File: src/rtl/bfc_pkg.sv
package bfc_pkg;
  localparam int NUM_FMT   = 14;
  localparam int FMT_W     = $clog2(NUM_FMT + 1);
  localparam int SLOT_W    = 3;
  localparam int WORD_B    = 4;
  localparam int WORD_W    = 8 * WORD_B;

  // Ordered rule list: index is both priority and format number.
  localparam logic [WORD_W-1:0] RULE_MASK [NUM_FMT] = '{
    32'h0000_0008, 32'h0000_000C, 32'h0000_000E, 32'h0B00_000F,
    32'h0800_000F, 32'h3700_000F, 32'h3700_000F, 32'h0800_000F,
    32'h0B00_000F, 32'h3700_000F, 32'h3700_000F, 32'h1900_000F,
    32'h1900_000F, 32'h0900_000F };
  localparam logic [WORD_W-1:0] RULE_VAL [NUM_FMT] = '{
    32'h0000_0000, 32'h0000_0008, 32'h0000_000C, 32'h0100_000F,
    32'h0800_000E, 32'h0300_000F, 32'h3300_000F, 32'h0000_000E,
    32'h0900_000F, 32'h2300_000F, 32'h1300_000F, 32'h0800_000F,
    32'h1800_000F, 32'h0000_000F };

  typedef struct packed {
    logic              illegal;
    logic [FMT_W-1:0]  fmt;
    logic [SLOT_W-1:0] slots;
  } fmt_res_t;

  function automatic logic [SLOT_W-1:0] slots_of(input logic [FMT_W-1:0] f);
    case (f)
      4'd0, 4'd1, 4'd2:                        slots_of = 3'd1;
      4'd4, 4'd7:                              slots_of = 3'd5;
      4'd11:                                   slots_of = 3'd3;
      4'd12:                                   slots_of = 3'd2;
      4'd3, 4'd5, 4'd6, 4'd8, 4'd9, 4'd10, 4'd13: slots_of = 3'd4;
      default:                                 slots_of = 3'd0;
    endcase
  endfunction
endpackage

File: src/rtl/bfc_byte_gather.sv
module bfc_byte_gather
  import bfc_pkg::*;
#(
  parameter int NB = WORD_B
) (
  input  logic            clk,
  input  logic            rst_n,
  input  logic            in_valid,
  input  logic [7:0]      in_byte,
  output logic            word_valid,
  output logic [8*NB-1:0] word
);
  localparam int CNT_W = $clog2(NB);
  localparam logic [CNT_W-1:0] LAST = CNT_W'(NB - 1);

  logic [CNT_W-1:0]       cnt_q, cnt_d;
  logic [NB-2:0][7:0]     held_q, held_d;

  always_comb begin
    cnt_d  = cnt_q;
    held_d = held_q;
    if (in_valid) begin
      cnt_d = (cnt_q == LAST) ? '0 : cnt_q + 1'b1;
      if (cnt_q != LAST) held_d[cnt_q] = in_byte;
    end
  end

  always_ff @(posedge clk or negedge rst_n) begin
    if (!rst_n) begin
      cnt_q  <= '0;
      held_q <= '0;
    end else begin
      cnt_q  <= cnt_d;
      held_q <= held_d;
    end
  end

  assign word_valid = in_valid && (cnt_q == LAST);

  for (genvar g = 0; g < NB - 1; g++) begin : g_lane
    assign word[8*g +: 8] = held_q[g];
  end
  assign word[8*NB-1 -: 8] = in_byte;
endmodule

File: src/rtl/bfc_ladder.sv
module bfc_ladder
  import bfc_pkg::*;
(
  input  logic [WORD_W-1:0] word,
  output fmt_res_t          res
);
  logic [NUM_FMT-1:0] hit;

  for (genvar r = 0; r < NUM_FMT; r++) begin : g_rule
    assign hit[r] = (word & RULE_MASK[r]) == RULE_VAL[r];
  end

  logic [FMT_W-1:0] sel;
  logic             any;

  always_comb begin
    sel = '1;
    any = 1'b0;
    for (int r = NUM_FMT - 1; r >= 0; r--) begin
      if (hit[r]) begin
        sel = FMT_W'(r);
        any = 1'b1;
      end
    end
  end

  always_comb begin
    res.illegal = !any;
    res.fmt     = sel;
    res.slots   = any ? slots_of(sel) : '0;
  end
endmodule

File: src/rtl/bundle_fmt_classifier.sv
module bundle_fmt_classifier
  import bfc_pkg::*;
(
  input  logic              clk,
  input  logic              rst_n,
  input  logic              in_valid,
  input  logic [7:0]        in_byte,
  output logic              out_valid,
  output logic [FMT_W-1:0]  out_fmt,
  output logic              out_illegal,
  output logic [SLOT_W-1:0] out_slots
);
  logic              word_valid;
  logic [WORD_W-1:0] word;
  fmt_res_t          res_c, res_q, res_d;
  logic              vld_d, vld_q;

  bfc_byte_gather #(.NB(WORD_B)) u_gather (
    .clk(clk), .rst_n(rst_n), .in_valid(in_valid), .in_byte(in_byte),
    .word_valid(word_valid), .word(word)
  );

  bfc_ladder u_ladder (.word(word), .res(res_c));

  always_comb begin
    vld_d = word_valid;
    res_d = word_valid ? res_c : res_q;
  end

  always_ff @(posedge clk or negedge rst_n) begin
    if (!rst_n) begin
      vld_q <= 1'b0;
      res_q <= '0;
    end else begin
      vld_q <= vld_d;
      res_q <= res_d;
    end
  end

  assign out_valid   = vld_q;
  assign out_fmt     = res_q.fmt;
  assign out_illegal = res_q.illegal;
  assign out_slots   = res_q.slots;
endmodule

File: config.mk
export PLATFORM = sky130hd
export DESIGN_NAME = bundle_fmt_classifier
export DESIGN_NICKNAME = d
export VERILOG_FILES = /design/src/rtl/bfc_pkg.sv /design/src/rtl/bfc_byte_gather.sv /design/src/rtl/bfc_ladder.sv /design/src/rtl/bundle_fmt_classifier.sv
export SDC_FILE = /design/constraint.sdc
export NUM_CORES = 1
export LEC_CHECK = 0
export BUFFER_PORTS_ARGS = -buffer_cell sky130_fd_sc_hd__clkbuf_2
export CAP_MARGIN = 20
export CORE_UTILIZATION = 56
export DETAILED_ROUTE_END_ITERATION = 10
export PLACE_DENSITY = 0.88
export SYNTH_ARGS = -nofsm -noshare
export SYNTH_HDL_FRONTEND = slang
export SYNTH_SLANG_ARGS = --single-unit
File: constraint.sdc
create_clock -name clk -period 3.45 [get_ports clk]
set_input_delay 0.69 -clock clk [delete_from_list [all_inputs] [get_ports clk]]
set_output_delay 0.69 -clock clk [all_outputs]
set_load 0.1 [all_outputs]
After elaboration in Yosys (flattened, before gate mapping)
Memory sizes are Yosys's and may differ from the RTL's.
Cells that the tools add are included.
{ "totals": {"romBits": 48, "word_cells": 65, "memories": 1, "register_bits": 35, "output_inout_bits": 9, "inputBits": 11} }
{ "op_classes": {"eq_ne": 15, "addsub": 1, "muxes": 33, "order_cmp": 2, "n_reduce_logical": 5} }
{ "memory_table": {"columns": ["memory", "depth", "word_bits", "rd", "rd_ports_with_merged_regs", "write_ports", "line", "rtl"], "rows": [
  ["(no name shown)", 16, 3, 1, 0, 0, "bfc_pkg.sv:27", "case (f)"]
]} }
{ "ops": {"columns": ["operator", "n"], "rows": [
  ["two-way mux 4 bit", 13],
  ["zero test 32 bit", 1],
  ["bitwise mux 24 bit", 1],
  ["== test 9 bit (second input constant)", 2],
  ["demux 8 bit (select 2 bit)", 1],
  ["== test 7 bit (second input constant)", 2],
  ["two-way mux 1 bit", 14],
  ["== test 9 x 6 -> 1 bit (second input constant)", 1],
  ["== test 9 x 8 -> 1 bit (second input constant)", 1],
  ["two-way mux 8 bit", 1],
  ["== test 7 x 5 -> 1 bit (second input constant)", 1],
  ["== test 7 x 6 -> 1 bit (second input constant)", 1],
  ["== test 6 x 4 -> 1 bit (second input constant)", 1],
  ["== test 5 x 4 -> 1 bit (second input constant)", 1],
  ["== test 5 bit (second input constant)", 1],
  ["== test 2 bit (second input constant)", 2],
  ["two-way mux 2 bit", 2],
  ["== test 3 bit (second input constant)", 1],
  ["< comparator 2 x 3 -> 1 bit (second input constant)", 1],
  ["two-way mux 3 bit", 1],
  ["adder 2 x 1 -> 2 bit (second input constant)", 1],
  ["greater-or-equal comparator 2 x 1 -> 1 bit (second input constant)", 1],
  ["logical AND 1 bit", 2],
  ["!= test 2 bit (second input constant)", 1],
  ["other kinds (2)", 2]
]} }

Longest topological paths before layout
Gate-level depths: netlist of run 1.
An unclocked memory read counts as a cell.
{ "logic_depth": {"ltp_word": 17, "depth_mapped": 12, "mapped_depth_nobuf": 11} }

By module
A second synthesis of run 1 with hierarchy kept.
{ "hier_totals": {"cells_unflattened": 138, "hier_area_um2": 1818.0} }
{ "modules_own_cells": {"columns": ["module", "n_inst", "area_per_inst_um2", "seq_area_each_um2", "cells_each"], "rows": [
  ["bfc_byte_gather", 1, 1143.6, 650.6, 73],
  ["bundle_fmt_classifier", 1, 356.6, 225.2, 18],
  ["bfc_ladder", 1, 317.8, 0.0, 47]
]} }

Least setup slack after synthesis of run 1
OpenSTA, ideal clock, no wires.
{ "synth_timing": {"kind": "input port to flip-flop", "from": "in in_byte[4]", "to": "reg res_q, in the netlist out_slots[0]", "cell_stages": 10, "slack_ps": 1007, "path_buffers": 1, "setup_time_ps": 120, "t_required_ps": 3330, "t_arrival_ps": 2324, "cell_sequence": "clkbuf_1 nor2b_1 a22o_1 o31ai_1 inv_1 ha_1 a211oi_1 o31ai_1 a21oi_1 a21o_1"} }
{ "synth_lines": {"columns": ["item", "line", "rtl"], "rows": [
  ["start, declared", "bundle_fmt_classifier.sv:7", "input logic [7:0] in_byte,"],
  ["end signal, assigned", "bundle_fmt_classifier.sv:36", "res_q <= res_d;"],
  ["end, declared", "bundle_fmt_classifier.sv:15", "fmt_res_t res_c, res_q, res_d;"]
]} }

==> results.json, run 1 <==
{
  "status": "complete, no violations",
  "syn_area_um2": 943,
  "cts_tree": "yes",
  "io_pins": 20,
  "drv_slew": 0,
  "grt_pass1_wl_um": 3290,
  "track_usage": 0.250,
  "gp_congestion": 0.913,
  "synth.distinct_cells": 34,
  "clk_pin_slew_ns": 0.10,
  "relSlewSlack": 0.570,
  "crit_path_max_fanout": 7,
  "fin_worst_skew_ns": 0.0211,
  "clk_latency_ns": 0.31,
  "crit_path_end_kind": "flip-flop",
  "rrSetupSlack_ns": 0.92,
  "via_per_inst": 6.04,
  "synth-main-ff-cell": "dfrtp_1",
  "drtIter0Drc": 27,
  "layout_commonest_cell": "clkbuf_2",
  "crit_chain": "clkbuf_2 -> and4b_1 -> a2bb2oi_1 -> o21ai_0 -> o31ai_1 -> inv_1 -> ha_1 -> a211oi_1 -> o31ai_1 -> a21oi_1 -> a21o_1",
  "final_nets": 144,
  "power.leakage_nw": 0.511,
  "synth_top_cell_by_area": "dfrtp_1",
  "syn_area_per_cell_um2": 8.66,
  "switching_share": 0.559,
  "p_per_area_nw_per_um2": 895,
  "power.share.clock": 0.112,
  "grt_pass1_vias": 819,
  "cap_violations": 0,
  "clk_path_buf_depth": 2,
  "grt_util_met3": 0.0809,
  "synth.net_count": 124,
  "r2r-end": "out_slots[0]",
  "ys_async_sr_fraction": 1.00,
  "post-route-drc-count": 0,
  "mostFrequentLayoutCells": "clkbuf_2, dfrtp_1, nor2_1",
  "worstSetupStartpoint": "in_byte[0]",
  "dieArea_um2": 1850,
  "dpl_worst_slack_ns": 0.600,
  "cts_root_buf": "clkbuf_4",
  "ctsResizeCount": 0,
  "drive_gt1_frac": 0.227,
  "worstMarginPinSlew_ns": 0.644,
  "port_buffers": 17,
  "critPathArrivalTime_ns": 2.81,
  "crit_required_ns": 3.71,
  "internal_power_uw": 422,
  "start_util": 0.612,
  "setup_ws_ns": 0.899,
  "yosysWarningCount": 0,
  "wirelength_um": 1990,
  "critPathSlowestCell": "o31ai_1",
  "use_met2": 0.412,
  "netSwitchingPower_uw": 534,
  "post-route-period-util": 0.739,
  "seq_area_frac_synth": 0.398,
  "cts_setup_buffers": 0,
  "antenna_found_initial": 0,
  "area_growth_pct": 13.1,
  "hold_viol": 0,
  "synth.top_cell.area_share": 0.398,
  "grt_overflow_total": 0,
  "grt-busiest-layer": "met2",
  "die-height_um": 43.0,
  "peakVddDrop_mv": 0.546,
  "final_antenna_net_count": 0,
  "clkSinkCount": 15,
  "setup_tns_ns": 0,
  "routed-via-count": 870,
  "synthCells": 109,
  "worstSetupPathType": "in -> reg",
  "combPwrFrac": 0.571,
  "rr_startpoint": "u_gather.word[0]",
  "met1_usage": 0.251,
  "synthTopCellsByArea": "dfrtp_1, o21ai_0, ha_1",
  "wl_per_cell_um": 13.8,
  "htree_levels": 1,
  "max_freq_mhz": 392,
  "die_w_um": 43.0,
  "synth-edff-count": 0,
  "post-route-util": 0.692,
  "worstSetupStartpointType": "primary input",
  "hold_path.class": "in -> async",
  "rsz0062_at_grt": "no",
  "grt_max_degree": 16,
  "fp.coreArea_um2": 1540,
  "drt_first_pass_iters": 4,
  "numCtsBuffers": 3,
  "cts_hold_buf": 0,
  "rows": 14,
  "setup_viol": 0,
  "synth-seq-cells": 15,
  "post-route-min-period_ns": 2.55,
  "crit_top_cell": "o31ai_1",
  "p_total_uw": 956,
  "dp.final_hpwl_um": 1530,
  "antenna_cells": 0,
  "slowest_delay_ns": 0.39,
  "seq_power_share": 0.318,
  "r2r_cells": 10
}
cell families (layout without fill, tap and decap cells):
| kind of cell | after synthesis | after routing | share of synthesized area |
|---|---|---|---|
| simple gates | 45 | 45 | 0.243 |
| compound gates | 28 | 28 | 0.199 |
| flops | 15 | 15 | 0.398 |
| buf+inv | 12 | 31 | 0.0491 |
| mux | 5 | 5 | 0.0584 |
| fa+ha+maj | 4 | 4 | 0.0531 |
stage by stage:
stage | hold slack [ns] | instances | instance area, um2
after global placement | 0.461 | 140 | 1040
after CTS | 0.281 | 144 | 1070
final | 0.269 | 144 | 1070
after floorplan | 0.394 | 109 | 943
after global routing | 0.300 | 144 | 1070
after detailed placement | 0.470 | 140 | 1040
final cells by class:
type	count	area, um2
multi-input cells	82	522
fillers	125	474
flip-flops and latches	15	375
repair buffers	17	85.1
inverters	10	37.5
clock buffers	3	22.5
well taps	16	20.0
clock inverters	1	5.00
Yosys cell counts (all sizes together) (2+ instances only):
cell and number:
dfrtp 15, nor2 13, nand2 12, o21ai 11
inv 10, nand3 6, ha 4, mux2 4
nor2b 4, o31ai 4, nand2b 3, a21oi 2
clkbuf 2
registers in the layout, summed over array words and instances, names as in the netlist:
| signal | cells |
|---|---|
| out_illegal | 1 |
| out_fmt | 4 |
| u_gather.cnt_q | 2 |
| out_valid | 1 |
| out_slots | 3 |
| u_gather.word | 4 |
worst max-delay path: cells and delay by family:
family	cells	cell delay, ns
AOI/OAI and AO/OA	7	1.33
adders and majority gates	1	0.29
buffers and inverters	2	0.26
and+or+nand+nor	1	0.24
power by group through the flow:
stage | clock (mW) | combinational (mW) | sequential (mW)
floorplan | 0 | 0.215 | 0.540
global placement | 0 | 0.534 | 0.299
detailed placement | 0 | 0.547 | 0.306
CTS | 0.107 | 0.548 | 0.302
global route | 0.112 | 0.590 | 0.314
finish | 0.107 | 0.545 | 0.304
layer usage:
metal / up-vias / wire, um
li1: 422 / -
met1: 416 / 796
met2: 26 / 1040
met3: 6 / 108
met4: 0 / 51
met5: - / 0
worst max-delay path by stage:
stage              endpoint  slack [ns]  cells past startpoint
3_3_place_gp   out_slots[0]        0.67                     11
4_1_cts        out_slots[0]        0.92                     11
5_1_grt        out_slots[0]        0.70                     11
6_report       out_slots[0]        0.90                     11
3_5_place_dp   out_slots[0]        0.60                     11
2_1_floorplan  out_slots[0]        1.01                     10
Note: power is estimated with default switching activity, not from simulation.
==> inputs of run 2 (changes only) <==
ABC_AREA = 1   (was unset)
CORE_UTILIZATION = 48   (was 56)
PLACE_DENSITY = 0.8   (was 0.88)
clock period = 2.3 ns   (was 3.45 ns; I/O delays follow)
==> run 2 against run 1 <==
Effect of this change: routed wire length down 8.9%; register-to-register slack worse by 0.57 ns; worst setup slack worse by 0.55 ns; largest cell class unchanged.
==> results.json, run 2 <==
{
  "path_delay_family": "simple AND/OR/NAND/NOR gates",
  "rr_startpoint": "u_gather.word[1]",
  "ys_async_sr_fraction": 1.00,
  "htree_levels": 1,
  "synthTopCellsByArea": "dfrtp_1, nand2_1, nand3_1",
  "fin_worst_skew_ns": 0.00208,
  "io_pins": 20,
  "grt_util_met3": 0.0846,
  "power.share.clock": 0.105,
  "synth-main-ff-cell": "dfrtp_1",
  "ff_latch_area_um2": 375,
  "hold_viol": 0,
  "mostFrequentLayoutCells": "nand2_1, clkbuf_2, inv_1",
  "clk_path_buf_depth": 2,
  "hold_path.class": "in -> async",
  "via_per_inst": 4.94,
  "rows": 15,
  "grt-busiest-layer": "met2",
  "dpl_worst_slack_ns": 0.241,
  "routed-via-count": 850,
  "synth-edff-count": 0,
  "r2r_cells": 14,
  "crit_path_end_kind": "flip-flop",
  "critPathArrivalTime_ns": 2.13,
  "crit_required_ns": 2.48,
  "die-height_um": 46.9,
  "post-route-min-period_ns": 1.95,
  "drv_slew": 0,
  "setup_ws_ns": 0.352,
  "rrSetupSlack_ns": 0.35,
  "internal_power_uw": 612,
  "layout_commonest_cell": "nand2_1",
  "post-route-drc-count": 0,
  "use_met2": 0.372,
  "synth-seq-cells": 15,
  "drive_gt1_frac": 0.252,
  "grt_max_degree": 16,
  "dp.final_hpwl_um": 1440,
  "synth.net_count": 142,
  "cts_root_buf": "clkbuf_4",
  "numCtsBuffers": 3,
  "critPathSlowestCell": "dfrtp_1",
  "wirelength_um": 1820,
  "drt_first_pass_iters": 4,
  "rsz0062_at_grt": "no",
  "max_freq_mhz": 513,
  "crit_path_max_fanout": 9,
  "final_antenna_net_count": 0,
  "clk_latency_ns": 0.28,
  "netSwitchingPower_uw": 833,
  "grt_pass1_wl_um": 3220,
  "power.leakage_nw": 0.657,
  "p_per_area_nw_per_um2": 1310,
  "final_nets": 163,
  "crit_top_cell": "nand2_1",
  "area_growth_pct": 14.5,
  "clk_pin_slew_ns": 0.09,
  "crit_chain": "nand2_2 -> nor2_8 -> nand3_2 -> nand3_1 -> nor2_1 -> nand2_1 -> inv_1 -> ha_1 -> inv_1 -> nand2_4 -> nor2_4 -> nor2_1 -> nand2_1 -> nand2_1",
  "synth_top_cell_by_area": "dfrtp_1",
  "fp.coreArea_um2": 1800,
  "worstSetupStartpointType": "flip-flop",
  "seq_power_share": 0.312,
  "grt_pass1_vias": 811,
  "antenna_found_initial": 0,
  "relSlewSlack": 0.641,
  "combPwrFrac": 0.583,
  "wl_per_cell_um": 10.6,
  "yosysWarningCount": 0,
  "peakVddDrop_mv": 0.842,
  "post-route-period-util": 0.847,
  "antenna_cells": 0,
  "synth_most_common_cell": "nand2_1",
  "status": "complete, no violations",
  "cts_setup_buffers": 0,
  "cap_violations": 0,
  "worstMarginPinSlew_ns": 0.540,
  "nFillCells": 169,
  "syn_area_um2": 966,
  "drtIter0Drc": 12,
  "r2r-end": "out_slots[2]",
  "worstSetupPathType": "reg -> reg",
  "setup_viol": 0,
  "cts_tree": "yes",
  "ctsResizeCount": 0,
  "synth.distinct_cells": 21,
  "hold_ws_ns": 0.0712,
  "gp_congestion": 0.786,
  "switching_share": 0.577,
  "track_usage": 0.207,
  "start_util": 0.536,
  "cts_hold_buf": 0,
  "syn_area_per_cell_um2": 7.61,
  "yosys-top-cells-count": "nand2_1, inv_1, dfrtp_1, nand3_1, nor2_1",
  "die_w_um": 46.9,
  "clkSinkCount": 15,
  "met1_usage": 0.229,
  "multi_input_area_um2": 519,
  "synth.top_cell.area_share": 0.389,
  "grt_overflow_total": 0,
  "setup_tns_ns": 0,
  "crit_buf_inv": 2,
  "port_buffers": 17,
  "slowest_delay_ns": 0.48,
  "synthCells": 127,
  "dieArea_um2": 2200,
  "seq_area_frac_synth": 0.389
}
run 2: cell types whose count changed in the layout (fill, tap and decap cells not counted), sizes merged, moves of 2 or more:
cell | before | now
nand2 | 12 | 38
nand3 | 6 | 18
inv | 10 | 18
nor2b | 4 | 0
o31ai | 4 | 0
mux2 | 4 | 1
nand2b | 3 | 0
nand4 | 0 | 2
nor2 | 13 | 15
run 2: cells by family (layout without fill, tap and decap cells):
| group | Yosys count | in the layout | synth area share |
|---|---|---|---|
| AND/OR/NAND/NOR | 74 | 74 | 0.399 |
| buffers and inverters | 19 | 39 | 0.0738 |
| flip-flops | 15 | 15 | 0.389 |
| AO/OA/AOI/OAI | 14 | 14 | 0.0751 |
| adder cells (fa/ha/maj) | 4 | 4 | 0.0518 |
| multiplexers | 1 | 1 | 0.0117 |
run 2: power groups by stage:
stage	clock network [mW]	registers (mW)	logic, mW
floorplan	0	0.846	0.310
global placement	0	0.449	0.822
detailed placement	0	0.457	0.843
CTS	0.155	0.452	0.849
global route	0.168	0.466	0.921
finish	0.152	0.451	0.841
run 2: final cells by class:
cell class / count / area share
Multi-Input combinational cell: 93 / 0.469
Sequential cell: 15 / 0.339
Timing Repair Buffer: 17 / 0.0769
Inverter: 18 / 0.0611
Tap cell: 25 / 0.0283
Clock buffer: 3 / 0.0204
Clock inverter: 1 / 0.00452
run 2: worst max path at each step:
stage | depth (start not counted) | slack (ns) | from | endpoint
2_1_floorplan | 15 | 0.59 | in_byte[4] | out_slots[2]
3_3_place_gp | 16 | 0.34 | in_byte[4] | out_slots[2]
3_5_place_dp | 16 | 0.24 | in_byte[4] | out_slots[2]
4_1_cts | 14 | 0.35 | u_gather.word[1] | out_slots[2]
5_1_grt | 14 | 0.14 | u_gather.word[1] | out_slots[2]
6_report | 14 | 0.35 | u_gather.word[1] | out_slots[2]
run 2: layer usage:
layer | vias to the layer above | wire length (um)
li1 | 442 | -
met1 | 383 | 797
met2 | 25 | 920
met3 | 0 | 97
met4 | 0 | 0
met5 | - | 0
run 2: metrics by stage:
stage	power [mW]	std cells	util	area, um2
final	1.44	172	0.614	1110
after global routing	1.55	172	0.614	1110
after CTS	1.46	172	0.614	1110
after detailed placement	1.30	168	0.599	1080
after global placement	1.27	168	0.599	1080
after floorplan	1.16	127	-	966
